## src/rtl/sq_pkg.sv

```systemverilog
package sq_pkg;
   typedef enum logic [1:0] {
      SQ_IDLE    = 2'd0,
      SQ_RUN     = 2'd1,
      SQ_WAITLOW = 2'd2,
      SQ_DEFER   = 2'd3
   } sq_state_e;
endpackage

```

## src/rtl/sq_edge_det.sv

```systemverilog
module sq_edge_det #(
   parameter int NUM_CH = 2
) (
   input  logic              clk_i,
   input  logic              rst_ni,
   input  logic [NUM_CH-1:0] lvl_i,
   output logic [NUM_CH-1:0] rise_o
);
   for (genvar c = 0; c < NUM_CH; c++) begin : g_ch
      logic lvl_q;
      always_ff @(posedge clk_i or negedge rst_ni) begin
         if (!rst_ni) lvl_q <= 1'b0;
         else         lvl_q <= lvl_i[c];
      end
      assign rise_o[c] = lvl_i[c] & ~lvl_q;
   end
endmodule

```

## src/rtl/sq_req_sel.sv

```systemverilog
module sq_req_sel #(
   parameter int NUM_CH = 2
) (
   input  logic              indep_i,
   input  logic [NUM_CH-1:0] on_i,
   output logic [NUM_CH-1:0] lvl_o
);
   logic all_on;
   assign all_on = &on_i;
   for (genvar c = 0; c < NUM_CH; c++) begin : g_sel
      assign lvl_o[c] = indep_i ? on_i[c] : all_on;
   end
endmodule

```

## src/rtl/sq_down_cnt.sv

```systemverilog
module sq_down_cnt #(
   parameter int WIDTH = 4
) (
   input  logic             clk_i,
   input  logic             rst_ni,
   input  logic             load_i,
   input  logic [WIDTH-1:0] load_val_i,
   input  logic             en_i,
   output logic             zero_o
);
   logic [WIDTH-1:0] cnt_q;

   if (WIDTH < 1) begin : g_bad_width
      $error("sq_down_cnt: WIDTH must be at least 1");
   end

   always_ff @(posedge clk_i or negedge rst_ni) begin
      if (!rst_ni)                   cnt_q <= '0;
      else if (load_i)               cnt_q <= load_val_i;
      else if (en_i && cnt_q != '0)  cnt_q <= cnt_q - 1'b1;
   end

   assign zero_o = (cnt_q == '0);


   cnt_no_wrap_chk: assert property (@(posedge clk_i) disable iff (!rst_ni)
      (zero_o && en_i && !load_i) |=> zero_o);
endmodule

```

## src/rtl/dual_start_seq.sv

```systemverilog
module dual_start_seq
   import sq_pkg::*;
#(
   parameter int NUM_CH     = 2,
   parameter int WINDOW_CYC = 25,
   parameter int DELAY_CYC  = 12_500_000
) (
   input  logic              clk_i,
   input  logic              rst_ni,
   input  logic              indep_mode_i,
   input  logic [NUM_CH-1:0] on_req_i,
   input  logic              tmr_done_i,
   input  logic              tmr_low_i,
   output logic [NUM_CH-1:0] start_o,
   output logic              tmr_start_o
);
   localparam int WIN_W = $clog2(WINDOW_CYC + 1);
   localparam int DLY_W = $clog2(DELAY_CYC + 1);
   localparam logic [WIN_W-1:0] WIN_LOAD = WIN_W'(WINDOW_CYC);
   localparam logic [DLY_W-1:0] DLY_LOAD = DLY_W'(DELAY_CYC - 1);

   if (NUM_CH < 2) begin : g_bad_ch
      $error("dual_start_seq: NUM_CH must be at least 2");
   end
   if (WINDOW_CYC < 1) begin : g_bad_win
      $error("dual_start_seq: WINDOW_CYC must be at least 1");
   end
   if (DELAY_CYC < 1) begin : g_bad_dly
      $error("dual_start_seq: DELAY_CYC must be at least 1");
   end

   logic [NUM_CH-1:0] lvl, rise;
   logic [NUM_CH-1:0] pend_q, pend_d, pend_live;
   logic [NUM_CH-1:0] started_q, started_d;
   logic [NUM_CH-1:0] join_now;
   logic [NUM_CH-1:0] start_d;
   logic              tstart_d;
   logic              win_load, win_zero;
   logic              dly_load, dly_zero, dly_en;
   sq_state_e         state_q, state_d;

   sq_req_sel #(.NUM_CH(NUM_CH)) u_sel (
      .indep_i (indep_mode_i),
      .on_i    (on_req_i),
      .lvl_o   (lvl)
   );

   sq_edge_det #(.NUM_CH(NUM_CH)) u_edge (
      .clk_i  (clk_i),
      .rst_ni (rst_ni),
      .lvl_i  (lvl),
      .rise_o (rise)
   );

   sq_down_cnt #(.WIDTH(WIN_W)) u_win (
      .clk_i      (clk_i),
      .rst_ni     (rst_ni),
      .load_i     (win_load),
      .load_val_i (WIN_LOAD),
      .en_i       (1'b1),
      .zero_o     (win_zero)
   );

   assign dly_en = (state_q == SQ_DEFER);

   sq_down_cnt #(.WIDTH(DLY_W)) u_dly (
      .clk_i      (clk_i),
      .rst_ni     (rst_ni),
      .load_i     (dly_load),
      .load_val_i (DLY_LOAD),
      .en_i       (dly_en),
      .zero_o     (dly_zero)
   );

   assign pend_live = pend_q & lvl;
   assign join_now  = win_zero ? '0 : (rise & ~started_q);

   always_comb begin
      state_d   = state_q;
      pend_d    = pend_live;
      started_d = started_q;
      start_d   = '0;
      tstart_d  = 1'b0;
      win_load  = 1'b0;
      dly_load  = 1'b0;
      unique case (state_q)
         SQ_IDLE: begin
            if (|rise) begin
               if (tmr_low_i) begin
                  start_d   = rise;
                  tstart_d  = 1'b1;
                  started_d = rise;
                  win_load  = 1'b1;
                  state_d   = SQ_RUN;
               end else begin
                  pend_d  = pend_live | rise;
                  state_d = SQ_WAITLOW;
               end
            end
         end
         SQ_RUN: begin
            start_d   = join_now;
            started_d = started_q | join_now;
            pend_d    = pend_live | (rise & ~join_now);
            if (tmr_done_i) state_d = SQ_WAITLOW;
         end
         SQ_WAITLOW: begin
            pend_d = pend_live | rise;
            if (tmr_low_i) begin
               if (|pend_d) begin
                  state_d  = SQ_DEFER;
                  dly_load = 1'b1;
               end else begin
                  state_d = SQ_IDLE;
               end
            end
         end
         SQ_DEFER: begin
            pend_d = pend_live | rise;
            if (!(|pend_d)) begin
               state_d = SQ_IDLE;
            end else if (dly_zero) begin
               start_d   = pend_d;
               tstart_d  = 1'b1;
               started_d = pend_d;
               pend_d    = '0;
               win_load  = 1'b1;
               state_d   = SQ_RUN;
            end
         end
         default: state_d = SQ_IDLE;
      endcase
   end

   always_ff @(posedge clk_i or negedge rst_ni) begin
      if (!rst_ni) begin
         state_q     <= SQ_IDLE;
         pend_q      <= '0;
         started_q   <= '0;
         start_o     <= '0;
         tmr_start_o <= 1'b0;
      end else begin
         state_q     <= state_d;
         pend_q      <= pend_d;
         started_q   <= started_d;
         start_o     <= start_d;
         tmr_start_o <= tstart_d;
      end
   end


   tmr_start_single_chk: assert property (@(posedge clk_i) disable iff (!rst_ni)
      tmr_start_o |=> !tmr_start_o);


   start_single_chk: assert property (@(posedge clk_i) disable iff (!rst_ni)
      (|start_o) |=> ((start_o & $past(start_o)) == '0));


   no_start_waitlow_chk: assert property (@(posedge clk_i) disable iff (!rst_ni)
      (state_q == SQ_WAITLOW) |=> (start_o == '0));


   start_needs_req_chk: assert property (@(posedge clk_i) disable iff (!rst_ni)
      (|start_o) |-> ((start_o & ~$past(lvl)) == '0));


   join_in_window_chk: assert property (@(posedge clk_i) disable iff (!rst_ni)
      ((|start_o) && !tmr_start_o) |-> ($past(state_q) == SQ_RUN && !$past(win_zero)));


   defer_launch_chk: assert property (@(posedge clk_i) disable iff (!rst_ni)
      (state_q == SQ_DEFER && dly_zero && |(pend_q & lvl)) |=> tmr_start_o);


   launch_needs_low_chk: assert property (@(posedge clk_i) disable iff (!rst_ni)
      (state_q == SQ_IDLE && !tmr_low_i) |=> !tmr_start_o);
endmodule

```

## config.mk

```make
export PLATFORM = sky130hd
export DESIGN_NAME = dual_start_seq
export DESIGN_NICKNAME = d
export VERILOG_FILES = /design/src/rtl/sq_pkg.sv /design/src/rtl/sq_edge_det.sv /design/src/rtl/sq_req_sel.sv /design/src/rtl/sq_down_cnt.sv /design/src/rtl/dual_start_seq.sv
export SDC_FILE = /design/constraint.sdc
export NUM_CORES = 1
export LEC_CHECK = 0
export BUFFER_PORTS_ARGS = -buffer_cell sky130_fd_sc_hd__buf_2
export CELL_PAD_IN_SITES_DETAIL_PLACEMENT = 1
export CELL_PAD_IN_SITES_GLOBAL_PLACEMENT = 2
export CORE_MARGIN = 4
export CORE_UTILIZATION = 35
export DETAILED_ROUTE_END_ITERATION = 12
export PLACE_DENSITY_LB_ADDON = 0.08
export REMOVE_ABC_BUFFERS = 1
export SLEW_MARGIN = 5
export SYNTH_ARGS = -nofsm -noshare
export SYNTH_HDL_FRONTEND = slang
export SYNTH_HIERARCHICAL = 1
export SYNTH_SLANG_ARGS = --single-unit
```

## constraint.sdc

```tcl
create_clock -name clk_i -period 2.29 [get_ports clk_i]
set_clock_uncertainty 0.05 [all_clocks]
set_input_delay 0.1145 -clock clk_i [delete_from_list [all_inputs] [get_ports clk_i]]
set_output_delay 0.1145 -clock clk_i [all_outputs]
set_load 0.01 [all_outputs]
```

== Word level (Yosys, flattened, before mapping) ==
Index checks and enable logic that the tools add are counted.
Operators by class
  bitwise operators: 12
  eq/ne operators: 10
  div/mod/pow operators: 0
  muxes and demuxes: 38
  $mul: 0
  reductions and logical operators: 14
  shift operators: 0
  $lt $le $gt $ge: 0
  $add $sub $neg: 2
Operators with widths (count)
  24-bit two-way mux: 2
  2-bit two-way mux: 20
  24-bit zero test: 1
  24-bit nonzero test: 1
  24-bit by 1-bit subtractor with 24-bit output (second input constant): 1
  2-bit case mux with 4 select lines: 2
  2-bit != test (second input constant): 6
  2-bit case mux with 3 select lines: 2
  5-bit two-way mux: 2
  1-bit two-way mux: 9
  2-bit bitwise AND: 3
  2-bit OR: 3
  5-bit zero test: 1
  5-bit AND reduction: 1
  5-bit nonzero test: 1
  5-bit by 1-bit subtractor with 5-bit output (second input constant): 1
  2-bit == test (second input constant): 2
  2-bit inverter: 2
  4-bit AND reduction: 1
  2-bit nonzero test: 2
  2-bit OR reduction: 2
  3-bit != test (second input constant): 1
  3-bit nonzero test: 1
  1-bit bitwise AND: 2
  6 further kinds: 7
Word-level totals
  memory bits (writable): 0
  memory bits (read-only): 0
  memories: 0
  latch bits: 0
  flip-flop bits (word level): 40
  bits of input ports: 7
  word-level logic and storage cells: 85

== Longest topological paths before layout ==
Gate-level depths: netlist of run 1.
  depth after elaboration: 9
  gate-level depth with buffers: 11

== Hierarchy ==
The synthesis of run 1 kept the hierarchy.
By module, submodules not included
  sq_down_cnt (u_dly): sequential area each 600.6 um2, instances 1, cells an instance 168, area each 1492.7 um2
  dual_start_seq: sequential area each 225.2 um2, instances 1, cells an instance 77, area each 654.4 um2
  sq_down_cnt (u_win): sequential area each 125.1 um2, instances 1, cells an instance 32, area each 304.0 um2
  sq_edge_det: sequential area each 50.0 um2, instances 1, cells an instance 4, area each 77.6 um2
  sq_req_sel: sequential area each 0.0 um2, instances 1, cells an instance 2, area each 15.0 um2

== Worst setup path before layout of run 1 ==
OpenSTA, ideal clock, no wires.
  kind: register -> register
  from: reg u_dly.cnt_q[0]
  to: reg started_q[0]
  setup slack: -0.150 ns
  path buffers: 0
  cell stages (with the launch flop): 10
  clock period less this slack: 2.440 ns
  data arrival time: 2.264 ns
  required time: 2.114 ns
  cells stage by stage: dfrtp_1 > inv_1 > ha_1 > nor4b_1 > nand2_1 > nor2_1 > nor2b_1 > a31o_1 > or3_1 > o32a_1
Between the ends
  cells in the longest elaborated chain, start to end: 3
RTL lines
  start: declaration: line sq_down_cnt.sv:11  | logic [WIDTH-1:0] cnt_q;
  start signal: assignment: line sq_down_cnt.sv:19  | else if (load_i) cnt_q <= load_val_i;
  start signal: assignment: line sq_down_cnt.sv:20  | else if (en_i && cnt_q != '0) cnt_q <= cnt_q - 1'b1;
  24-bit zero test: line sq_down_cnt.sv:23  | assign zero_o = (cnt_q == '0);
  net dly_zero: line dual_start_seq.sv:39  | logic dly_load, dly_zero, dly_en;
  2-bit != test (no line)
  5-bit AND reduction (no line)
  end signal: assignment: line dual_start_seq.sv:145  | started_q <= started_d;
  end: declaration: line dual_start_seq.sv:34  | logic [NUM_CH-1:0] started_q, started_d;
The timed path passes the listed nets, and every way through them passes these cells.
A chain may end at the register's enable or synchronous reset.

== Final worst setup path of run 1 ==
  from: reg u_dly.cnt_q[14]
  to: reg pend_q[1]
Between the ends
  cells in the longest elaborated chain, start to end: 4
RTL lines
  24-bit zero test: line sq_down_cnt.sv:23
  net dly_zero: line dual_start_seq.sv:39
  2-bit two-way mux: line dual_start_seq.sv:122  | end else if (dly_zero) begin
  2-bit two-way mux: line dual_start_seq.sv:120  | if (!(|pend_d)) begin
  2-bit case mux with 4 select lines: line dual_start_seq.sv:86  | unique case (state_q)
  net pend_d[1]: line dual_start_seq.sv:33  | logic [NUM_CH-1:0] pend_q, pend_d, pend_live;
  end signal: assignment: line dual_start_seq.sv:144  | pend_q <= pend_d;
  end: declaration: line dual_start_seq.sv:33
The timed path passes the listed nets, and every way through them passes these cells.

==> results.py, run 1 <==
metrics = {
    "clock_tree": {
        "cts_tree": "built",
        "cts_inserted_buffers": 5,
        "cts.path.max_buffers": 2,
        "root_buffer": "clkbuf_8",
        "clkSlewWorstSetupHoldPaths_ns": 0.08,
        "clock_sinks": 40,
        "clk_latency_ns": 0.30,
        "cts_max_level": 2,
    },
    "grt": {
        "grt-ovfl-total": 0,
        "grt_pass1_wl_mm": 11.3,
        "antenna_found_initial": 0,
        "grt_max_degree": 41,
        "grt_usage_pct": 16.2,
        "grt_pass1_vias": 2374,
    },
    "synthesis": {
        "synthTopCellsByArea": "dfrtp_1 (39%), nand2_1 (5.2%), o21ai_0 (4.3%), xnor2_1 (4.1%), ha_1 (3.9%)",
        "syn_area_per_cell_um2": 8.99,
        "ys.flop_type": "dfrtp_1",
        "ys_seq_area_share_pct": 39.4,
        "yosysTopAreaCell": "dfrtp_1",
        "synth_warnings": 6,
        "async_reset_ff_share_pct": 100,
        "synthCells": 283,
        "ys_types": 58,
        "synth-edff-count": 0,
        "ys_ff_latch": 40,
        "synth.top_cell.area_share_pct": 39.4,
        "syn-cell-area_um2": 2540,
    },
    "floorplan": {
        "rows": 30,
        "die_x_um": 93.3,
        "start_util_pct": 36.6,
        "core_um2": 6940,
        "fp.dieH_um": 93.3,
        "die_area_um2": 8700,
        "io_pins": 10,
    },
    "drt": {
        "firstDrtPassIters": 4,
        "drt_iter0_markers": 63,
        "wl_per_cell_um": 14.1,
        "vias": 2244,
        "ant_nets": 0,
        "routed_via_density": 4.93,
        "drc": 0,
        "wirelength_mm": 6.40,
    },
    "final_layout": {
        "fillers": 851,
        "most-common-layout-cells": "dfrtp_1 (40), nand2_1 (35), conb_1 (35)",
        "fin_nets": 373,
        "diodes": 0,
        "drive_gt1_share_pct": 21.2,
        "synthToLayoutAreaGrowth_pct": 27.5,
        "final_common_cell": "dfrtp_1",
    },
    "place": {
        "finalWeightedCongestion": 0.790,
        "dp_hpwl_mm": 4.72,
        "port_buffers": 9,
    },
    "sta": {
        "fin_crit_ns": 2.28,
        "period_share_pct": 99.7,
        "relSlewSlack_pct": 39.3,
        "hold_slack_ns": 0.0566,
        "hold_viol": 0,
        "slew_violations": 0,
        "tightest_slew_ns": 0.911,
        "grt_setup_unrepaired": "true",
        "setup_violations": 0,
        "max_freq_mhz": 438,
    },
    "power_and_ir_drop": {
        "pwr_density_cell_nw_per_um2": 1150,
        "vdd_drop_max_mv": 0.497,
        "leakage_uw": 0.00137,
        "report.power.total_uw": 3720,
    },
    "setup_path": {
        "cp-start-kind": "flip-flop",
        "end_kind": "flip-flop",
        "crit_required_ns": 2.41,
        "cp.arrival_ns": 2.40,
        "cp_max_fo": 3,
        "criticalPathCategory": "reg -> reg",
    },
    "status": {
        "status": "completed",
    },
    "run": {
        "drv_cap": 0,
    },
    "hold_path": {
        "min_path_type": "in -> reg",
    },
}
[cells by family (layout without fill, tap and decap cells)]
group	Yosys count	in the layout	share of synthesized area (%)
fa+ha+maj	8	8	3.94
other cells	2	35	0.295
buf+inv	22	65	3.59
compound gates	77	77	19.2
mux	1	1	0.443
simple gates	113	113	26.3
xor+xnor	20	20	6.89
flops	40	40	39.4
[per-layer routing]
layer / track usage [%] / share of wire, % / vias to the layer above
met4: 5.13 / 1.5 / 0
met5: 0 / 0 / -
met1: 20.3 / 46 / 1076
met2: 27.6 / 50 / 18
met3: 3.22 / 2.7 / 8
li1: - / - / 1142
[worst max-delay path, stage by stage, from the launching register on]
cell and delay [ns]:
dfrtp_1 0.40, nor4_2 0.29, buf_4 0.15, nand4_1 0.17, nor2_2 0.19, nor2b_1 0.08
buf_4 0.14, or4_4 0.41, o211ai_1 0.18, a21oi_1 0.09
[sequential cells by signal (all words and copies together) (netlist names)]
register	count
u_dly/cnt_q	24
state_q	2
started_q	2
start_o	2
u_edge/g_ch.lvl_q	2
tmr_start_o	1
pend_q	2
u_win/cnt_q	5
[path summary, 6_finish.rpt]
path / from / slack, ns / end / cells after the start
max: u_dly/cnt_q[14] / 0.007 / pend_q[1] / 9
min: on_req_i[1] / 0.06 / u_edge/g_ch[1].lvl_q / 2
min in group asynchronous: rst_ni / 0.43 / u_win/cnt_q[0] / 2
min reg2reg: u_win/cnt_q[4] / 0.52 / u_win/cnt_q[4] / 2
max in group asynchronous: rst_ni / 1.18 / u_dly/cnt_q[8] / 2
max reg2reg: u_dly/cnt_q[14] / 0.007 / pend_q[1] / 9
[area by class of cell]
cell class / instances / area (um2) / share of cell area, %
Sequential cell: 40 / 1000 / 30.9
Timing Repair Buffer: 45 / 330 / 10.2
Multi-Input combinational cell: 254 / 1640 / 50.4
Inverter: 12 / 45.0 / 1.39
Tap cell: 96 / 120 / 3.70
Clock inverter: 3 / 42.5 / 1.31
Clock buffer: 5 / 68.8 / 2.12
[per-stage QoR]
step	instances	utilization (%)	setup TNS (ns)	area, um2	setup WS [ns]
floorplan	306	-	-1.07	2620	-0.190
global placement	444	43.9	-0.0688	3050	-0.0213
detailed placement	444	43.9	-0.363	3050	-0.0813
CTS	453	45.9	0	3190	0.000261
global route	455	46.7	-0.364	3240	-0.0781
finish	455	46.7	0	3240	0.00708
[power breakdown]
group	leakage (uW)	total, uW	switching [uW]	internal [uW]
logic	0.000827	1790	880	913
registers	0.000491	1330	304	1030
clock network	0.0000541	598	275	323
[Yosys cell counts, drive strengths merged (2+ instances only)]
cell     n
nand4    4
nand2b   4
and4     2
or3      5
o31ai    2
o31a     2
or4b     2
and3     3
o21ai   28
nor2b    7
clkbuf   5
inv     12
xor2     8
o21a     2
a211o    2
buf      5
a21o     2
nor2     9
or4      5
a221oi   2
xnor2   12
and2     4
nand2   35
a211oi   3
nor4    13
ha       8
conb     2
dfrtp   40
nor3     9
o211ai   7
a21oi   20
nand3    4
nand3b   3
[timing repair]
item                                   in CTS  in global routing
setup endpoints to repair                   7                 15
endpoints found under the hold margin      40                  0
gates resized for setup                     4                  7
pin swaps                                   3                  9
hold buffers                                1                  0
buffers inserted                            0                  2
(Power assumes the default switching activity.)
==> inputs of run 2 (changes only) <==
- RECOVER_POWER: not set -> 25
==> results.py, run 2 (synthesis results as in run 1) <==
metrics = {
    "sta": {
        "setup_violations": 0,
        "relSlewSlack_pct": 32.4,
        "grt_setup_unrepaired": "true",
        "period_share_pct": 99.7,
        "hold_slack_ns": 0.0424,
        "slew_violations": 0,
        "tightest_slew_ns": 1.01,
        "max_freq_mhz": 438,
        "fin_ws_ns": 0.00714,
        "fin_crit_ns": 2.28,
        "hold_viol": 0,
    },
    "setup_path": {
        "end_kind": "flip-flop",
        "path_buf_inv": 2,
        "cp.arrival_ns": 2.40,
        "crit_required_ns": 2.41,
        "criticalPathCategory": "reg -> reg",
        "crit_path_max_incr_delay_ns": 0.41,
        "crit_family": "simple AND/OR/NAND/NOR gates",
        "crit_slowest_cell": "or4_4",
        "path_cells": "nor4_2 -> buf_4 -> nand4_1 -> nor2_2 -> nor2b_1 -> buf_4 -> or4_4 -> o211ai_1 -> a21oi_1",
        "cp_max_fo": 3,
        "crit_top_cell": "buf_4",
        "cp-start-kind": "flip-flop",
    },
    "place": {
        "dp_hpwl_mm": 4.72,
        "finalWeightedCongestion": 0.790,
        "port_buffers": 9,
        "pre_cts_ws_ns": -0.0813,
        "dp_cells": 444,
    },
    "drt": {
        "ant_nets": 0,
        "firstDrtPassIters": 4,
        "vias": 2243,
        "drt_iter0_markers": 63,
        "routed_via_density": 4.93,
        "wl_per_cell_um": 14.1,
        "drc": 0,
        "wirelength_mm": 6.40,
    },
    "power_and_ir_drop": {
        "report.power.total_uw": 3720,
        "pwr_density_cell_nw_per_um2": 1150,
        "vdd_drop_max_mv": 0.496,
        "leakage_uw": 0.00135,
    },
    "final_layout": {
        "stdcell_count": 455,
        "synthToLayoutAreaGrowth_pct": 27.3,
        "post-route-util_pct": 46.6,
        "final_common_cell": "dfrtp_1",
        "diodes": 0,
        "largestRegisters": "u_dly/cnt_q (24), u_win/cnt_q (5)",
        "drive_gt1_share_pct": 19.8,
        "fillers": 854,
        "largest_reg_flops": 24,
        "regArea_um2": 1000,
        "multi_input_area_um2": 1640,
        "most-common-layout-cells": "dfrtp_1 (40), nand2_1 (35), conb_1 (35)",
        "fin_nets": 373,
        "regMostFlops": "u_dly/cnt_q",
    },
    "grt": {
        "grt-ovfl-total": 0,
        "grt_pass1_vias": 2374,
        "grt_max_degree": 41,
        "antenna_found_initial": 0,
        "grt_usage_pct": 16.2,
        "grt_pass1_wl_mm": 11.3,
    },
    "clock_tree": {
        "cts_max_level": 2,
        "cts_inserted_buffers": 5,
        "clock_sinks": 40,
        "cts.path.max_buffers": 2,
        "root_buffer": "clkbuf_8",
        "cts_tree": "built",
        "clk_latency_ns": 0.30,
        "clkSlewWorstSetupHoldPaths_ns": 0.08,
    },
    "floorplan": {
        "io_pins": 10,
        "die_area_um2": 8700,
        "rows": 30,
        "core_um2": 6940,
        "fp.dieH_um": 93.3,
        "die_x_um": 93.3,
        "start_util_pct": 36.6,
    },
    "hold_path": {
        "min_path_type": "in -> reg",
    },
    "run": {
        "drv_cap": 0,
    },
    "status": {
        "status": "completed",
    },
}
## run 2: cell types whose count changed in the layout (fill, tap and decap cells not counted), sizes merged
| cell | previous run | this run |
|---|---|---|
| buf | 44 | 38 |
| clkbuf | 5 | 11 |
## run 2: final timing paths
kind | end | from | cells after the start | slack, ns
worst min-delay path | u_edge/g_ch[1].lvl_q | on_req_i[1] | 2 | 0.04
max in group asynchronous | u_dly/cnt_q[8] | rst_ni | 2 | 1.09
worst max-delay path | pend_q[1] | u_dly/cnt_q[14] | 9 | 0.007
min in group asynchronous | u_win/cnt_q[0] | rst_ni | 2 | 0.46
worst max register to register | pend_q[1] | u_dly/cnt_q[14] | 9 | 0.007
worst min register to register | u_win/cnt_q[4] | u_win/cnt_q[4] | 2 | 0.51
## run 2: metal layers
metal / routed length [um] / up-vias / track usage (%)
li1: - / 1143 / -
met1: 2980 / 1076 / 20.3
met2: 3180 / 16 / 27.6
met3: 140 / 8 / 3.22
met4: 97 / 0 / 5.13
met5: 0 / - / 0
## run 2: power by group
group          internal [uW]  switching (uW)  total (uW)
Sequential              1030             305        1330
Clock                    323             274         597
Combinational            911             880        1790
## run 2: worst register-to-register path, stage by stage, from the launching register on
cell and delay, ns:
dfrtp_1 0.40, nor4_2 0.29, buf_4 0.15, nand4_1 0.17, nor2_2 0.19, nor2b_1 0.08
buf_4 0.14, or4_4 0.41, o211ai_1 0.19, a21oi_1 0.09
## run 2: final cells by class
cell class | instances | share of cell area, %
Multi-Input combinational cell | 254 | 50.5
Tap cell | 96 | 3.71
Clock buffer | 5 | 2.13
Timing Repair Buffer | 45 | 10.0
Clock inverter | 3 | 1.31
Inverter | 12 | 1.39
Sequential cell | 40 | 30.9
## run 2: through the flow
step                      setup TNS (ns)  area (um2)
final                                  0        3240
after global routing              -0.364        3240
after CTS                              0        3190
after detailed placement          -0.363        3050
after global placement           -0.0688        3050
after floorplan                    -1.07        2620
## run 2: what timing repair did
item / in CTS / in global routing
pin swaps: 3 / 9
buffers inserted: 0 / 2
hold buffers: 1 / 0
endpoints found under the hold margin: 40 / 0
resized for setup: 4 / 7
endpoints found under the setup margin: 7 / 15
